**config.mk**
```make
export PLATFORM = sky130hd
export DESIGN_NAME = osc_pll_ctrl
export DESIGN_NICKNAME = d
export VERILOG_FILES = /design/src/rtl/opc_pkg.sv /design/src/rtl/opc_regs.sv /design/src/rtl/opc_en_sel.sv /design/src/rtl/opc_lock_timer.sv /design/src/rtl/osc_pll_ctrl.sv
export SDC_FILE = /design/constraint.sdc
export NUM_CORES = 1
export LEC_CHECK = 0
export BUFFER_PORTS_ARGS = -buffer_cell sky130_fd_sc_hd__buf_2
export CAP_MARGIN = 20
export CORE_MARGIN = 2
export CORE_UTILIZATION = 40
export DETAILED_ROUTE_END_ITERATION = 8
export PLACE_DENSITY_LB_ADDON = 0.15
export SLEW_MARGIN = 20
export SYNTH_ARGS = -nofsm -noshare
export SYNTH_HDL_FRONTEND = slang
export SYNTH_SLANG_ARGS = --single-unit
```
**constraint.sdc**
```tcl
create_clock -name clk -period 2.8 [get_ports clk]
set_clock_uncertainty 0.05 [all_clocks]
set_input_delay 0.28 -clock clk [delete_from_list [all_inputs] [get_ports clk]]
set_output_delay 0.28 -clock clk [all_outputs]
set_load 0.02 [all_outputs]
```
**src/rtl/opc_pkg.sv**
```systemverilog
package opc_pkg;
  localparam int DW = 32;
  localparam int NSRC = 3;
  localparam int SRC_XTAL = 0;
  localparam int SRC_PLL1 = 1;
  localparam int SRC_PLL2 = 2;

  localparam int OFS_XTAL = 'h0C;
  localparam int OFS_PLL  = 'h10;
  localparam int OFS_FREQ = 'h14;
  localparam int OFS_LOCK = 'h18;

  localparam int B_OVR      = 0;
  localparam int B_EN       = 1;
  localparam int B_RUN      = 2;
  localparam int B_OSC2_DIS = 19;
  localparam int B_XTMR     = 20;
  localparam int B_PLL2_EN  = 28;
  localparam int B_PTMR     = 29;
  localparam int B_PLL2_RUN = 30;

  localparam int MW = 6;
  localparam int SW = 3;
  localparam int F_M1 = 8;
  localparam int F_D1 = 0;
  localparam int F_M2 = 24;

  typedef struct packed {
    logic ovr;
    logic en;
    logic osc2_dis;
    logic tmr_en;
  } xtal_ctl_t;

  typedef struct packed {
    logic ovr;
    logic en;
    logic pll2_en;
    logic tmr_en;
  } pll_ctl_t;

  typedef struct packed {
    logic [MW-1:0] m1;
    logic [SW-1:0] d1;
    logic [MW-1:0] m2;
  } freq_t;
endpackage

```
**src/rtl/opc_regs.sv**
```systemverilog
module opc_regs
  import opc_pkg::*;
#(
  parameter int ADDR_W   = 8,
  parameter int LOCK_W   = 8,
  parameter int LOCK_RST = 16
) (
  input  logic              clk,
  input  logic              rst,
  input  logic              psel,
  input  logic              penable,
  input  logic              pwrite,
  input  logic [ADDR_W-1:0] paddr,
  input  logic [DW-1:0]     pwdata,
  input  logic [NSRC-1:0]   run,
  output xtal_ctl_t         xtal_ctl,
  output pll_ctl_t          pll_ctl,
  output freq_t             freq,
  output logic [LOCK_W-1:0] lock_cnt,
  output logic [DW-1:0]     prdata
);
  localparam logic [ADDR_W-1:0] A_XTAL = ADDR_W'(OFS_XTAL);
  localparam logic [ADDR_W-1:0] A_PLL  = ADDR_W'(OFS_PLL);
  localparam logic [ADDR_W-1:0] A_FREQ = ADDR_W'(OFS_FREQ);
  localparam logic [ADDR_W-1:0] A_LOCK = ADDR_W'(OFS_LOCK);

  logic wr_stb;
  logic rd_stb;
  logic [DW-1:0] rd_val;

  assign wr_stb = psel & penable & pwrite;
  assign rd_stb = psel & ~pwrite;

  always_ff @(posedge clk) begin
    if (rst) begin
      xtal_ctl <= '{ovr: 1'b0, en: 1'b1, osc2_dis: 1'b0, tmr_en: 1'b0};
      pll_ctl  <= '{ovr: 1'b0, en: 1'b1, pll2_en: 1'b0, tmr_en: 1'b0};
      freq     <= '0;
      lock_cnt <= LOCK_W'(LOCK_RST);
    end else if (wr_stb) begin
      if (paddr == A_XTAL) begin
        xtal_ctl.ovr      <= pwdata[B_OVR];
        xtal_ctl.en       <= pwdata[B_EN];
        xtal_ctl.osc2_dis <= pwdata[B_OSC2_DIS];
        xtal_ctl.tmr_en   <= pwdata[B_XTMR];
      end
      if (paddr == A_PLL) begin
        pll_ctl.ovr     <= pwdata[B_OVR];
        pll_ctl.en      <= pwdata[B_EN];
        pll_ctl.pll2_en <= pwdata[B_PLL2_EN];
        pll_ctl.tmr_en  <= pwdata[B_PTMR];
      end
      if (paddr == A_FREQ) begin
        freq.m1 <= pwdata[F_M1 +: MW];
        freq.d1 <= pwdata[F_D1 +: SW];
        freq.m2 <= pwdata[F_M2 +: MW];
      end
      if (paddr == A_LOCK) begin
        lock_cnt <= pwdata[LOCK_W-1:0];
      end
    end
  end

  always_comb begin
    rd_val = '0;
    case (paddr)
      A_XTAL: begin
        rd_val[B_OVR]      = xtal_ctl.ovr;
        rd_val[B_EN]       = xtal_ctl.en;
        rd_val[B_RUN]      = run[SRC_XTAL];
        rd_val[B_OSC2_DIS] = xtal_ctl.osc2_dis;
        rd_val[B_XTMR]     = xtal_ctl.tmr_en;
      end
      A_PLL: begin
        rd_val[B_OVR]      = pll_ctl.ovr;
        rd_val[B_EN]       = pll_ctl.en;
        rd_val[B_RUN]      = run[SRC_PLL1];
        rd_val[B_PLL2_EN]  = pll_ctl.pll2_en;
        rd_val[B_PTMR]     = pll_ctl.tmr_en;
        rd_val[B_PLL2_RUN] = run[SRC_PLL2];
      end
      A_FREQ: begin
        rd_val[F_M1 +: MW] = freq.m1;
        rd_val[F_D1 +: SW] = freq.d1;
        rd_val[F_M2 +: MW] = freq.m2;
      end
      A_LOCK: rd_val[LOCK_W-1:0] = lock_cnt;
      default: rd_val = '0;
    endcase
  end

  always_ff @(posedge clk) begin
    if (rst) prdata <= '0;
    else if (rd_stb) prdata <= rd_val;
  end
endmodule

```
**src/rtl/opc_en_sel.sv**
```systemverilog
module opc_en_sel
  import opc_pkg::*;
(
  input  logic            clk,
  input  logic            rst,
  input  xtal_ctl_t       xtal_ctl,
  input  pll_ctl_t        pll_ctl,
  input  logic            hw_xtal_req,
  input  logic            hw_pll1_req,
  output logic [NSRC-1:0] en_q
);
  logic [NSRC-1:0] en_d;

  always_comb begin
    en_d[SRC_XTAL] = xtal_ctl.ovr ? xtal_ctl.en : (hw_xtal_req | xtal_ctl.en);
    en_d[SRC_PLL1] = pll_ctl.ovr ? pll_ctl.en : hw_pll1_req;
    en_d[SRC_PLL2] = pll_ctl.pll2_en;
  end

  always_ff @(posedge clk) begin
    if (rst) en_q <= '0;
    else     en_q <= en_d;
  end
endmodule

```
**src/rtl/opc_lock_timer.sv**
```systemverilog
module opc_lock_timer #(
  parameter int LOCK_W = 8
) (
  input  logic              clk,
  input  logic              rst,
  input  logic              en,
  input  logic [LOCK_W-1:0] lock_cnt,
  output logic              run
);
  localparam logic [LOCK_W-1:0] CNT_MAX = '1;

  logic [LOCK_W-1:0] cnt;
  logic [LOCK_W-1:0] cnt_nx;

  assign cnt_nx = (cnt == CNT_MAX) ? cnt : cnt + 1'b1;

  always_ff @(posedge clk) begin
    if (rst || !en) begin
      cnt <= '0;
      run <= 1'b0;
    end else begin
      cnt <= cnt_nx;
      run <= (cnt_nx >= lock_cnt);
    end
  end
endmodule

```
**src/rtl/osc_pll_ctrl.sv**
```systemverilog
module osc_pll_ctrl
  import opc_pkg::*;
#(
  parameter int ADDR_W   = 8,
  parameter int LOCK_W   = 8,
  parameter int LOCK_RST = 16
) (
  input  logic              clk,
  input  logic              rst,
  input  logic              psel,
  input  logic              penable,
  input  logic              pwrite,
  input  logic [ADDR_W-1:0] paddr,
  input  logic [31:0]       pwdata,
  output logic [31:0]       prdata,
  input  logic              hw_xtal_req,
  input  logic              hw_pll1_req,
  output logic              xtal_en,
  output logic              pll1_en,
  output logic              pll2_en,
  output logic              osc2_dis,
  output logic              xtal_timer_en,
  output logic              pll_timer_en,
  output logic [6:0]        pll1_mul,
  output logic [2:0]        pll1_shift,
  output logic [6:0]        pll2_mul
);
  localparam logic [6:0] MUL_BIAS = 7'd2;

  xtal_ctl_t         xtal_ctl;
  pll_ctl_t          pll_ctl;
  freq_t             freq;
  logic [LOCK_W-1:0] lock_cnt;
  logic [NSRC-1:0]   en_q;
  logic [NSRC-1:0]   run;

  opc_regs #(.ADDR_W(ADDR_W), .LOCK_W(LOCK_W), .LOCK_RST(LOCK_RST)) i_regs (
    .clk(clk), .rst(rst), .psel(psel), .penable(penable), .pwrite(pwrite),
    .paddr(paddr), .pwdata(pwdata), .run(run), .xtal_ctl(xtal_ctl),
    .pll_ctl(pll_ctl), .freq(freq), .lock_cnt(lock_cnt), .prdata(prdata)
  );

  opc_en_sel i_en_sel (
    .clk(clk), .rst(rst), .xtal_ctl(xtal_ctl), .pll_ctl(pll_ctl),
    .hw_xtal_req(hw_xtal_req), .hw_pll1_req(hw_pll1_req), .en_q(en_q)
  );

  for (genvar g = 0; g < NSRC; g++) begin : g_lock
    opc_lock_timer #(.LOCK_W(LOCK_W)) i_timer (
      .clk(clk), .rst(rst), .en(en_q[g]), .lock_cnt(lock_cnt), .run(run[g])
    );
  end

  always_ff @(posedge clk) begin
    if (rst) begin
      pll1_mul   <= MUL_BIAS;
      pll1_shift <= '0;
      pll2_mul   <= MUL_BIAS;
    end else begin
      pll1_mul   <= {1'b0, freq.m1} + MUL_BIAS;
      pll1_shift <= freq.d1;
      pll2_mul   <= {1'b0, freq.m2} + MUL_BIAS;
    end
  end

  assign xtal_en       = en_q[SRC_XTAL];
  assign pll1_en       = en_q[SRC_PLL1];
  assign pll2_en       = en_q[SRC_PLL2];
  assign osc2_dis      = xtal_ctl.osc2_dis;
  assign xtal_timer_en = xtal_ctl.tmr_en;
  assign pll_timer_en  = pll_ctl.tmr_en;
endmodule

```
======== After elaboration in Yosys (flattened, before gate mapping) ========
Index checks and enable logic that the tools add are counted.
storage, ports and cells
  output and inout bits ................... 55
  bits in writable memories ............... 0
  bits in latches ......................... 0
  input bits .............................. 47
  register bits ........................... 101
  memory bits (read-only) ................. 0
  memories kept ........................... 0
operators by class
  div/mod/pow operators ................... 0
  equal/unequal tests ..................... 7
  $add $sub $neg .......................... 5
  reduce and logical (&&, ||, !) cells .... 10
  $lt $le $gt $ge ......................... 3
  multiply operators ...................... 0
  bitwise logic cells ..................... 5
  shift-type cells ........................ 0
  multiplexer cells ....................... 12
operators with widths
  cell                                                 number
  adder 8 x 1 -> 8 bit, second input constant          3
  equality test 8 x 5 -> 1 bit, second input constant  3
  equality test 8 bit, second input constant           3
  greater-or-equal comparator 8 bit                    3
  two-way mux 8 bit                                    3
  adder 6 x 2 -> 7 bit, second input constant          2
  one-hot mux 3 bit (4 select lines)                   1
  equality test 8 x 4 -> 1 bit, second input constant  1
  AND reduction 2 bit                                  4
  two-way mux 6 bit                                    1
  two-way mux 5 bit                                    1
  two-way mux 4 bit                                    1
  one-hot mux 2 bit (2 select lines)                   1
  bitwise AND 1 bit                                    3
  zero test 1 bit                                      3
  logical OR 1 bit                                     3
  two-way mux 1 bit                                    3
  two-way mux 2 bit                                    1
  inverter 1 bit                                       1
  bitwise OR 1 bit                                     1

======== Depth between registers and ports, before layout ========
Gate-level depths: netlist (run 1).
  word-level depth ........................ 3
  gate-level depth with buffers ........... 10

======== Hierarchy ========
Synthesis (run 1) repeated with hierarchy kept, for this count alone.
second synthesis, totals
  cell total of the unflattened synthesis .. 520
  area, all modules ....................... 4,810.9 um^2
by module, submodules not included
  module          cells each  area each (um^2)  sequential area each (um^2)  times used
  opc_regs        235         2,257.2           1,081.0                      1
  opc_lock_timer  74          619.3             180.2                        3
  osc_pll_ctrl    54          596.8             340.3                        1
  opc_en_sel      9           98.8              60.1                         1

======== Least setup slack after synthesis (run 1) ========
No wires, ideal clock.
  path type ............................... register to register
  from .................................... reg g_lock[1].i_timer.cnt[0]
  to ...................................... reg g_lock[1].i_timer.run
  required time ........................... 2.664 ns
  buffers on the path ..................... 0
  cell stages (with the launch flop) ...... 9
  clock period less this slack ............ 2.277 ns
  data arrival time ....................... 2.141 ns
  setup slack ............................. 0.523 ns
  setup time .............................. 0.086 ns
  cells stage by stage .................... dfxtp_1 ha_1 and3_1 and2_1 mux2_2 ha_1 a2111oi_0 or3_1 a211oi_1
between the ends
  cells in the longest elaborated chain, start to end .. 3
  elaborated cells between the ends (all ways) .. 4
  those cells by class .................... add/sub: 1; order compare: 1; eq/ne: 1; mux: 1
RTL lines
  element                                                             line                  source
  start: declaration                                                  opc_lock_timer.sv:12  logic [LOCK_W-1:0] cnt;
  start signal: assignment                                            opc_lock_timer.sv:22  cnt <= cnt_nx;
  adder 8 x 1 -> 8 bit / equality test 8 bit (equally long branches)  opc_lock_timer.sv:15  assign cnt_nx = (cnt == CNT_MAX) ? cnt : cnt + 1'b1;
  two-way mux 8 bit (*)                                               opc_lock_timer.sv:15
  net g_lock[1].i_timer.cnt_nx[1]                                     opc_lock_timer.sv:13  logic [LOCK_W-1:0] cnt_nx;
  greater-or-equal comparator 8 bit (*)                               opc_lock_timer.sv:23  run <= (cnt_nx >= lock_cnt);
  end signal: assignment                                              opc_lock_timer.sv:23
  end: declaration                                                    opc_lock_timer.sv:8   output logic run
The timed path passes the listed nets; every way through them passes the cells marked *.
A chain may end at the register's enable or synchronous reset.

======== Final worst setup path (run 1) ========
Same ends and word-level chain as after synthesis.

==> results of run 1 <==
layout by cell type (no fill, tap or decap), drive strengths merged, types with 8 or more instances in the layout:
cell type,n
clkbuf,10
a21oi,46
nor3,10
buf,89
nor2b,20
conb,9
inv,13
o21ai,10
mux2i,19
ha,29
dfxtp,101
nand2b,8
nand2,50
nand3,44
xor2,8
and3,15
nor2,35
area by class of cell:
type	instances	area (um2)	area share, %
clock inverters	5	82.6	1.51
clock buffers	10	229	4.18
diodes	1	2.50	0.0457
inverters	11	41.3	0.754
flip-flops and latches	101	2020	36.9
repair buffers	89	463	8.45
well taps	143	179	3.27
multi-input cells	385	2460	44.9
per-stage QoR:
step	utilization (%)	area, um2
after floorplan	-	4690
after global placement	45.4	5160
after detailed placement	45.4	5160
after CTS	48.1	5470
after global routing	48.2	5480
final	48.2	5480
final timing paths:
kind	startpoint	endpoint	slack (ns)	depth (start not counted)
setup reg to reg	g_lock[1].i_timer.cnt[0]	g_lock[1].i_timer.run	0.29	8
setup / recovery	g_lock[1].i_timer.cnt[0]	g_lock[1].i_timer.run	0.29	8
hold reg to reg	i_regs.prdata[8]	i_regs.prdata[8]	0.40	2
hold / removal	pwdata[3]	i_regs.lock_cnt[3]	0.12	3
cells by family after synthesis:
kind of cell,count (synthesis)
fa+ha+maj,29
mux,23
flops,101
buf+inv,46
compound gates,96
xor+xnor,14
other cells,1
simple gates,214
power groups by stage:
stage	Combinational (uW)	Sequential (uW)	Clock (uW)
2_1_floorplan	81.2	1480	0
3_3_place_gp	124	1480	0
3_5_place_dp	124	1480	0
4_1_cts	125	1440	1370
5_1_grt	138	1440	1420
6_report	125	1440	1340
state kept, by name, summed over array words and instances, names as in the netlist:
signal              flops
pll2_mul                7
i_en_sel.en_q           3
i_regs.freq            15
i_regs.xtal_ctl         4
i_regs.lock_cnt         8
i_regs.prdata          23
pll1_mul                7
g_lock.i_timer.run      3
i_regs.pll_ctl          4
pll1_shift              3
g_lock.i_timer.cnt     24
critical path: cells and delay by family, from the launching register on:
family          cells  cell delay, ns
simple gates        3            0.77
mux                 1            0.36
compound gates      2            0.30
flops               1            0.39
fa+ha+maj           2            0.57
layer usage:
metal / track usage, % / wire [um] / part of all wire (%)
met3: 4.19 / 610 / 5.3
met5: 0 / 0 / 0
met4: 7.15 / 220 / 1.9
met1: 26.1 / 5700 / 50
met2: 28.0 / 4920 / 43
==> flow_metrics.env, run 1 <==
export IMPL_outcome="finished, final reports clean"
export IMPL_cts_tree="yes"
export IMPL_vdd_ir_drop_worst_mv=0.296
export IMPL_pwr_share_comb_pct=4.3
export IMPL_swShare_pct=22.1
export IMPL_port_buffers=82
export IMPL_finalWirelength_um=11400
export IMPL_seqPwrFrac_pct=49.7
export IMPL_p_switching_uw=643
export IMPL_nNetsFinal=673
export IMPL_async_flop_share_pct=0
export IMPL_vias=3944
export IMPL_syn_avg_cell_area_um2=8.89
export IMPL_power_uw=2910
export IMPL_placed_cells=729
export IMPL_grt_antenna_before_repair=1
export IMPL_fin_crit_sh_pct=89.5
export IMPL_post_place_ws_ns=0.364
export IMPL_hpwlAfterDp_um=8380
export IMPL_crit_path_max_fanout=7
export IMPL_power_density_mw_per_mm2=531
export IMPL_synth_mux_area_share_pct=5.05
export IMPL_nFillCells=1107
export IMPL_clk_latency_ns=0.35
export IMPL_intPower_uw=2260
export IMPL_cts_sinks=101
export IMPL_cp_required_ns=3.00
export IMPL_finalSetupTns_ns=0
export IMPL_ys_warn_count=0
export IMPL_layoutNonFillerInstCount=745
export IMPL_drv_cap=0
export IMPL_grt_overflow_total=0
export IMPL_path_clk_slew_ns=0.07
export IMPL_htree_levels=3
export IMPL_die_x_um=112
export IMPL_ys_flop_type="dfxtp_1"
export IMPL_synth_xor_area_share_pct=2.63
export IMPL_die_y_um=112
export IMPL_start_kind="flop"
export IMPL_slowest_delay_ns=0.39
export IMPL_grt_first_pass_wirelength_um=18700
export IMPL_rsz0062_at_grt="no"
export IMPL_vias_per_cell=5.29
export IMPL_drc=0
export IMPL_synthAdderAreaFrac_pct=7.79
export IMPL_setup_viol=0
export IMPL_ys_seq_elements=101
export IMPL_syn2layout_area_growth_pct=17.5
export IMPL_fp_dieArea_mm2=0.0125
export IMPL_cts_hold_buf=0
export IMPL_path_cells="ha_1, and3_1, and2_1, mux2_2, ha_1, a2111oi_0, or3_1, a211oi_1"
export IMPL_drtIter0Drc=201
export IMPL_cts_setup_buffers=0
export IMPL_final_antenna_net_count=0
export IMPL_slew_headroom_pct=51.6
export IMPL_slowest_stage="dfxtp_1"
export IMPL_yosysTopAreaCell="dfxtp_1"
export IMPL_synth_top_family_by_area="simple AND/OR/NAND/NOR gates"
export IMPL_synth_compound_gate_area_share_pct=12.7
export IMPL_hold_slack_ns=0.124
export IMPL_root_buffer="clkbuf_16"
export IMPL_clock_power_share_pct=46.0
export IMPL_gr_usage_all_layers_pct=18.6
export IMPL_worstPathArrival_ns=2.71
export IMPL_grt_max_degree=51
export IMPL_crit_path_end_kind="flop"
export IMPL_synth_top_area_share_pct=43.4
export IMPL_synthTopCellsByArea="dfxtp_1 (43%), ha_1 (7.8%), a21oi_1 (4.9%)"
export IMPL_seq_area_frac_synth_pct=43.4
export IMPL_slew_viol_final=0
export IMPL_critical_path_class="flop to flop"
export IMPL_cts_buffer_depth=2
export IMPL_ios=102
export IMPL_yosys_area_share_simple_pct=23.8
export IMPL_hold_viol=0
export IMPL_p_leak_uw=0.00228
export IMPL_hold_class="input port to flop"
export IMPL_crit_top_cell="ha_1"
export IMPL_synth_distinct_cells=45
export IMPL_grt_pass1_vias=3737
export IMPL_core_rowCount=39
export IMPL_finalCriticalPeriod_ns=2.51
export IMPL_cts_made_buffers=9
export IMPL_synth_common_cells="dfxtp_1 (101), nand2_1 (50), a21oi_1 (46)"
export IMPL_ctsResizeCount=0
export IMPL_max_freq_mhz=399
export IMPL_worst_pin_slew_ns=0.719
export IMPL_yosysMostFrequentCell="dfxtp_1"
export IMPL_core_mm2=0.0114
export IMPL_start_util_pct=41.0
export IMPL_drive_above_1_share_pct=18.3
export IMPL_drt_pass1_iterations=4
export IMPL_routedWlPerCell_um=15.4
export IMPL_synth_edf_count=0
export IMPL_finalWeightedCongestion=0.829
export IMPL_synthCells=524
export IMPL_final_setup_worst_slack_ns=0.293
export IMPL_syn_area_mm2=0.00466
Power figures use the tool's default switching activity.
==> run 2, diff against run 1 <==
Settings changed: ABC_AREA set to 1, CTS_BUF_LIST set to sky130_fd_sc_hd__clkbuf_16, SLEW_MARGIN 20 to 15.
==> run 2 against run 1 <==
  * Non-clock buffer count unchanged
  * Die area increased by 1.3%
  * Flip-flop and latch count unchanged
  * Power increased by 5.2%
  * Sequential share of layout area decreased by 0.49 points
  * Maximum frequency increased by 4.4%
  * Critical path type unchanged
  * Largest cell class unchanged
  * Highest routed layer unchanged
==> flow_metrics.env, run 2 <==
export IMPL_setup_viol=0
export IMPL_core_rowCount=39
export IMPL_grt_max_degree=31
export IMPL_synth_edf_count=0
export IMPL_fin_crit_sh_pct=85.7
export IMPL_ys_warn_count=0
export IMPL_p_leak_uw=0.00260
export IMPL_synth_xor_area_share_pct=3.15
export IMPL_ys_seq_elements=101
export IMPL_crit_path_max_fanout=15
export IMPL_finalWeightedCongestion=0.771
export IMPL_critical_path_class="flop to flop"
export IMPL_synthCells=612
export IMPL_vias=4039
export IMPL_routedWlPerCell_um=13.0
export IMPL_drtIter0Drc=211
export IMPL_synth_common_cells="nand2_1 (105), dfxtp_1 (101), inv_1 (75)"
export IMPL_placed_cells=822
export IMPL_cts_made_buffers=9
export IMPL_ys_flop_type="dfxtp_1"
export IMPL_path_buf_inv=1
export IMPL_htree_levels=3
export IMPL_mostFrequentLayoutCell="nand2_1"
export IMPL_crit_family="simple AND/OR/NAND/NOR gates"
export IMPL_grt_overflow_total=0
export IMPL_worst_pin_slew_ns=0.581
export IMPL_slowest_stage="dfxtp_1"
export IMPL_core_mm2=0.0115
export IMPL_seqCellArea_mm2=0.00202
export IMPL_power_density_mw_per_mm2=551
export IMPL_crit_path_end_kind="flop"
export IMPL_max_freq_mhz=417
export IMPL_path_clk_slew_ns=0.07
export IMPL_syn2layout_area_growth_pct=17.5
export IMPL_clk_latency_ns=0.34
export IMPL_cts_buffer_depth=2
export IMPL_grt_first_pass_wirelength_um=17800
export IMPL_final_antenna_net_count=0
export IMPL_p_switching_uw=672
export IMPL_yosysTopAreaCell="dfxtp_1"
export IMPL_async_flop_share_pct=0
export IMPL_vias_per_cell=4.83
export IMPL_port_buffers=82
export IMPL_yosysMostFrequentCell="nand2_1"
export IMPL_start_kind="flop"
export IMPL_yosys_area_share_simple_pct=21.6
export IMPL_cts_tree="yes"
export IMPL_swShare_pct=22.0
export IMPL_start_util_pct=41.2
export IMPL_finalWirelength_um=10900
export IMPL_clock_power_share_pct=46.7
export IMPL_drv_cap=0
export IMPL_path_cells="ha_1, nand2_1, nor3_2, nand3_2, o21ai_1, ha_1, a21oi_1, o21ai_0, nand2_1, nand4_1, nand2_1, inv_1"
export IMPL_final_cell_mix="nand2_1 (105), dfxtp_1 (101), buf_2 (82)"
export IMPL_ios=102
export IMPL_synth_distinct_cells=32
export IMPL_worstPathArrival_ns=2.59
export IMPL_cts_setup_buffers=0
export IMPL_hold_viol=0
export IMPL_postPlaceCellArea_mm2=0.00521
export IMPL_nFillCells=1160
export IMPL_slew_headroom_pct=61.1
export IMPL_slew_viol_final=0
export IMPL_largest_registers="g_lock.i_timer.cnt (24), i_regs.prdata (23), i_regs.freq (15)"
export IMPL_crit_top_cell="nand2_1"
export IMPL_hpwlAfterDp_um=8200
export IMPL_cts_hold_buf=0
export IMPL_finalCriticalPeriod_ns=2.40
export IMPL_synth_mux_area_share_pct=0
export IMPL_seqPwrFrac_pct=47.7
export IMPL_slowest_delay_ns=0.38
export IMPL_root_buffer="clkbuf_16"
export IMPL_grt_antenna_before_repair=0
export IMPL_die_y_um=113
export IMPL_diodes=0
export IMPL_post_place_ws_ns=0.411
export IMPL_top_register="g_lock.i_timer.cnt"
export IMPL_cp_required_ns=2.99
export IMPL_cts_sinks=101
export IMPL_pwr_share_comb_pct=5.6
export IMPL_synth_top_family_by_area="simple AND/OR/NAND/NOR gates"
export IMPL_intPower_uw=2390
export IMPL_syn_avg_cell_area_um2=7.72
export IMPL_synthAdderAreaFrac_pct=7.68
export IMPL_seq_area_frac_synth_pct=42.8
export IMPL_grt_pass1_vias=3810
export IMPL_final_setup_worst_slack_ns=0.400
export IMPL_gr_usage_all_layers_pct=17.5
export IMPL_layoutNonFillerInstCount=837
export IMPL_post_route_util_pct=48.4
export IMPL_largest_register_ffs=24
export IMPL_design_area_mm2=0.00555
export IMPL_multi_input_area_mm2=0.00224
export IMPL_fp_dieArea_mm2=0.0127
export IMPL_hold_class="input port to flop"
export IMPL_outcome="finished, final reports clean"
export IMPL_drive_above_1_share_pct=18.6
export IMPL_synth_top_area_share_pct=42.8
export IMPL_nNetsFinal=766
export IMPL_drc=0
export IMPL_ctsResizeCount=0
export IMPL_synth_compound_gate_area_share_pct=14.3
export IMPL_rsz0062_at_grt="no"
export IMPL_die_x_um=113
export IMPL_syn_area_mm2=0.00472
export IMPL_finalSetupTns_ns=0
export IMPL_vdd_ir_drop_worst_mv=0.374
export IMPL_synthTopCellsByArea="dfxtp_1 (43%), nand2_1 (8.3%), a21oi_1 (7.8%)"
export IMPL_drt_pass1_iterations=4
==> run 2: power by group through the flow <==
stage / combinational [uW] / clock [uW] / sequential (uW)
2_1_floorplan: 95.1 / 0 / 1510
3_3_place_gp: 168 / 0 / 1490
3_5_place_dp: 169 / 0 / 1490
4_1_cts: 170 / 1470 / 1460
5_1_grt: 188 / 1520 / 1460
6_report: 170 / 1430 / 1460
==> run 2: through the flow <==
stage	hold WS [ns]	power, uW
floorplan	0.346	1600
global placement	0.373	1660
detailed placement	0.369	1660
CTS	0.0933	3100
global route	0.103	3170
finish	0.103	3060
==> run 2: layout make-up <==
cell class | instances | share of cell area, %
multi-input combinational | 409 | 40.4
sequential | 101 | 36.4
timing repair buffer | 89 | 8.34
inverter | 80 | 5.41
clock buffer | 9 | 4.06
tap | 143 | 3.22
clock inverter | 6 | 2.10
==> run 2: metal layers <==
metal  share of wire, %  global-route usage, %
met1                 49                   23.5
met2                 45                   28.4
met3                5.3                   4.27
met4                1.5                   4.39
met5                  0                      0
==> run 2: tightest hold or removal path: stages <==
cell    delay, ns
buf_2        0.08
nor2_1       0.04
nor2_1       0.07
==> run 2: worst paths after layout <==
| kind | start | to | slack [ns] | depth (start not counted) |
|---|---|---|---|---|
| hold reg to reg | i_regs.freq[1] | pll2_mul[1] | 0.39 | 1 |
| setup / recovery | g_lock[0].i_timer.cnt[0] | g_lock[0].i_timer.run | 0.40 | 12 |
| hold / removal | pwdata[20] | i_regs.xtal_ctl[0] | 0.10 | 3 |
| setup reg to reg | g_lock[0].i_timer.cnt[0] | g_lock[0].i_timer.run | 0.40 | 12 |
==> run 2: cells by family (layout without fill, tap and decap cells) <==
logic type,after synthesis,count (layout)
other,1,9
adder cells (fa/ha/maj),29,29
AO/OA/AOI/OAI,133,133
flip-flops,101,101
buffers and inverters,110,184
XOR/XNOR,17,17
AND/OR/NAND/NOR,221,221
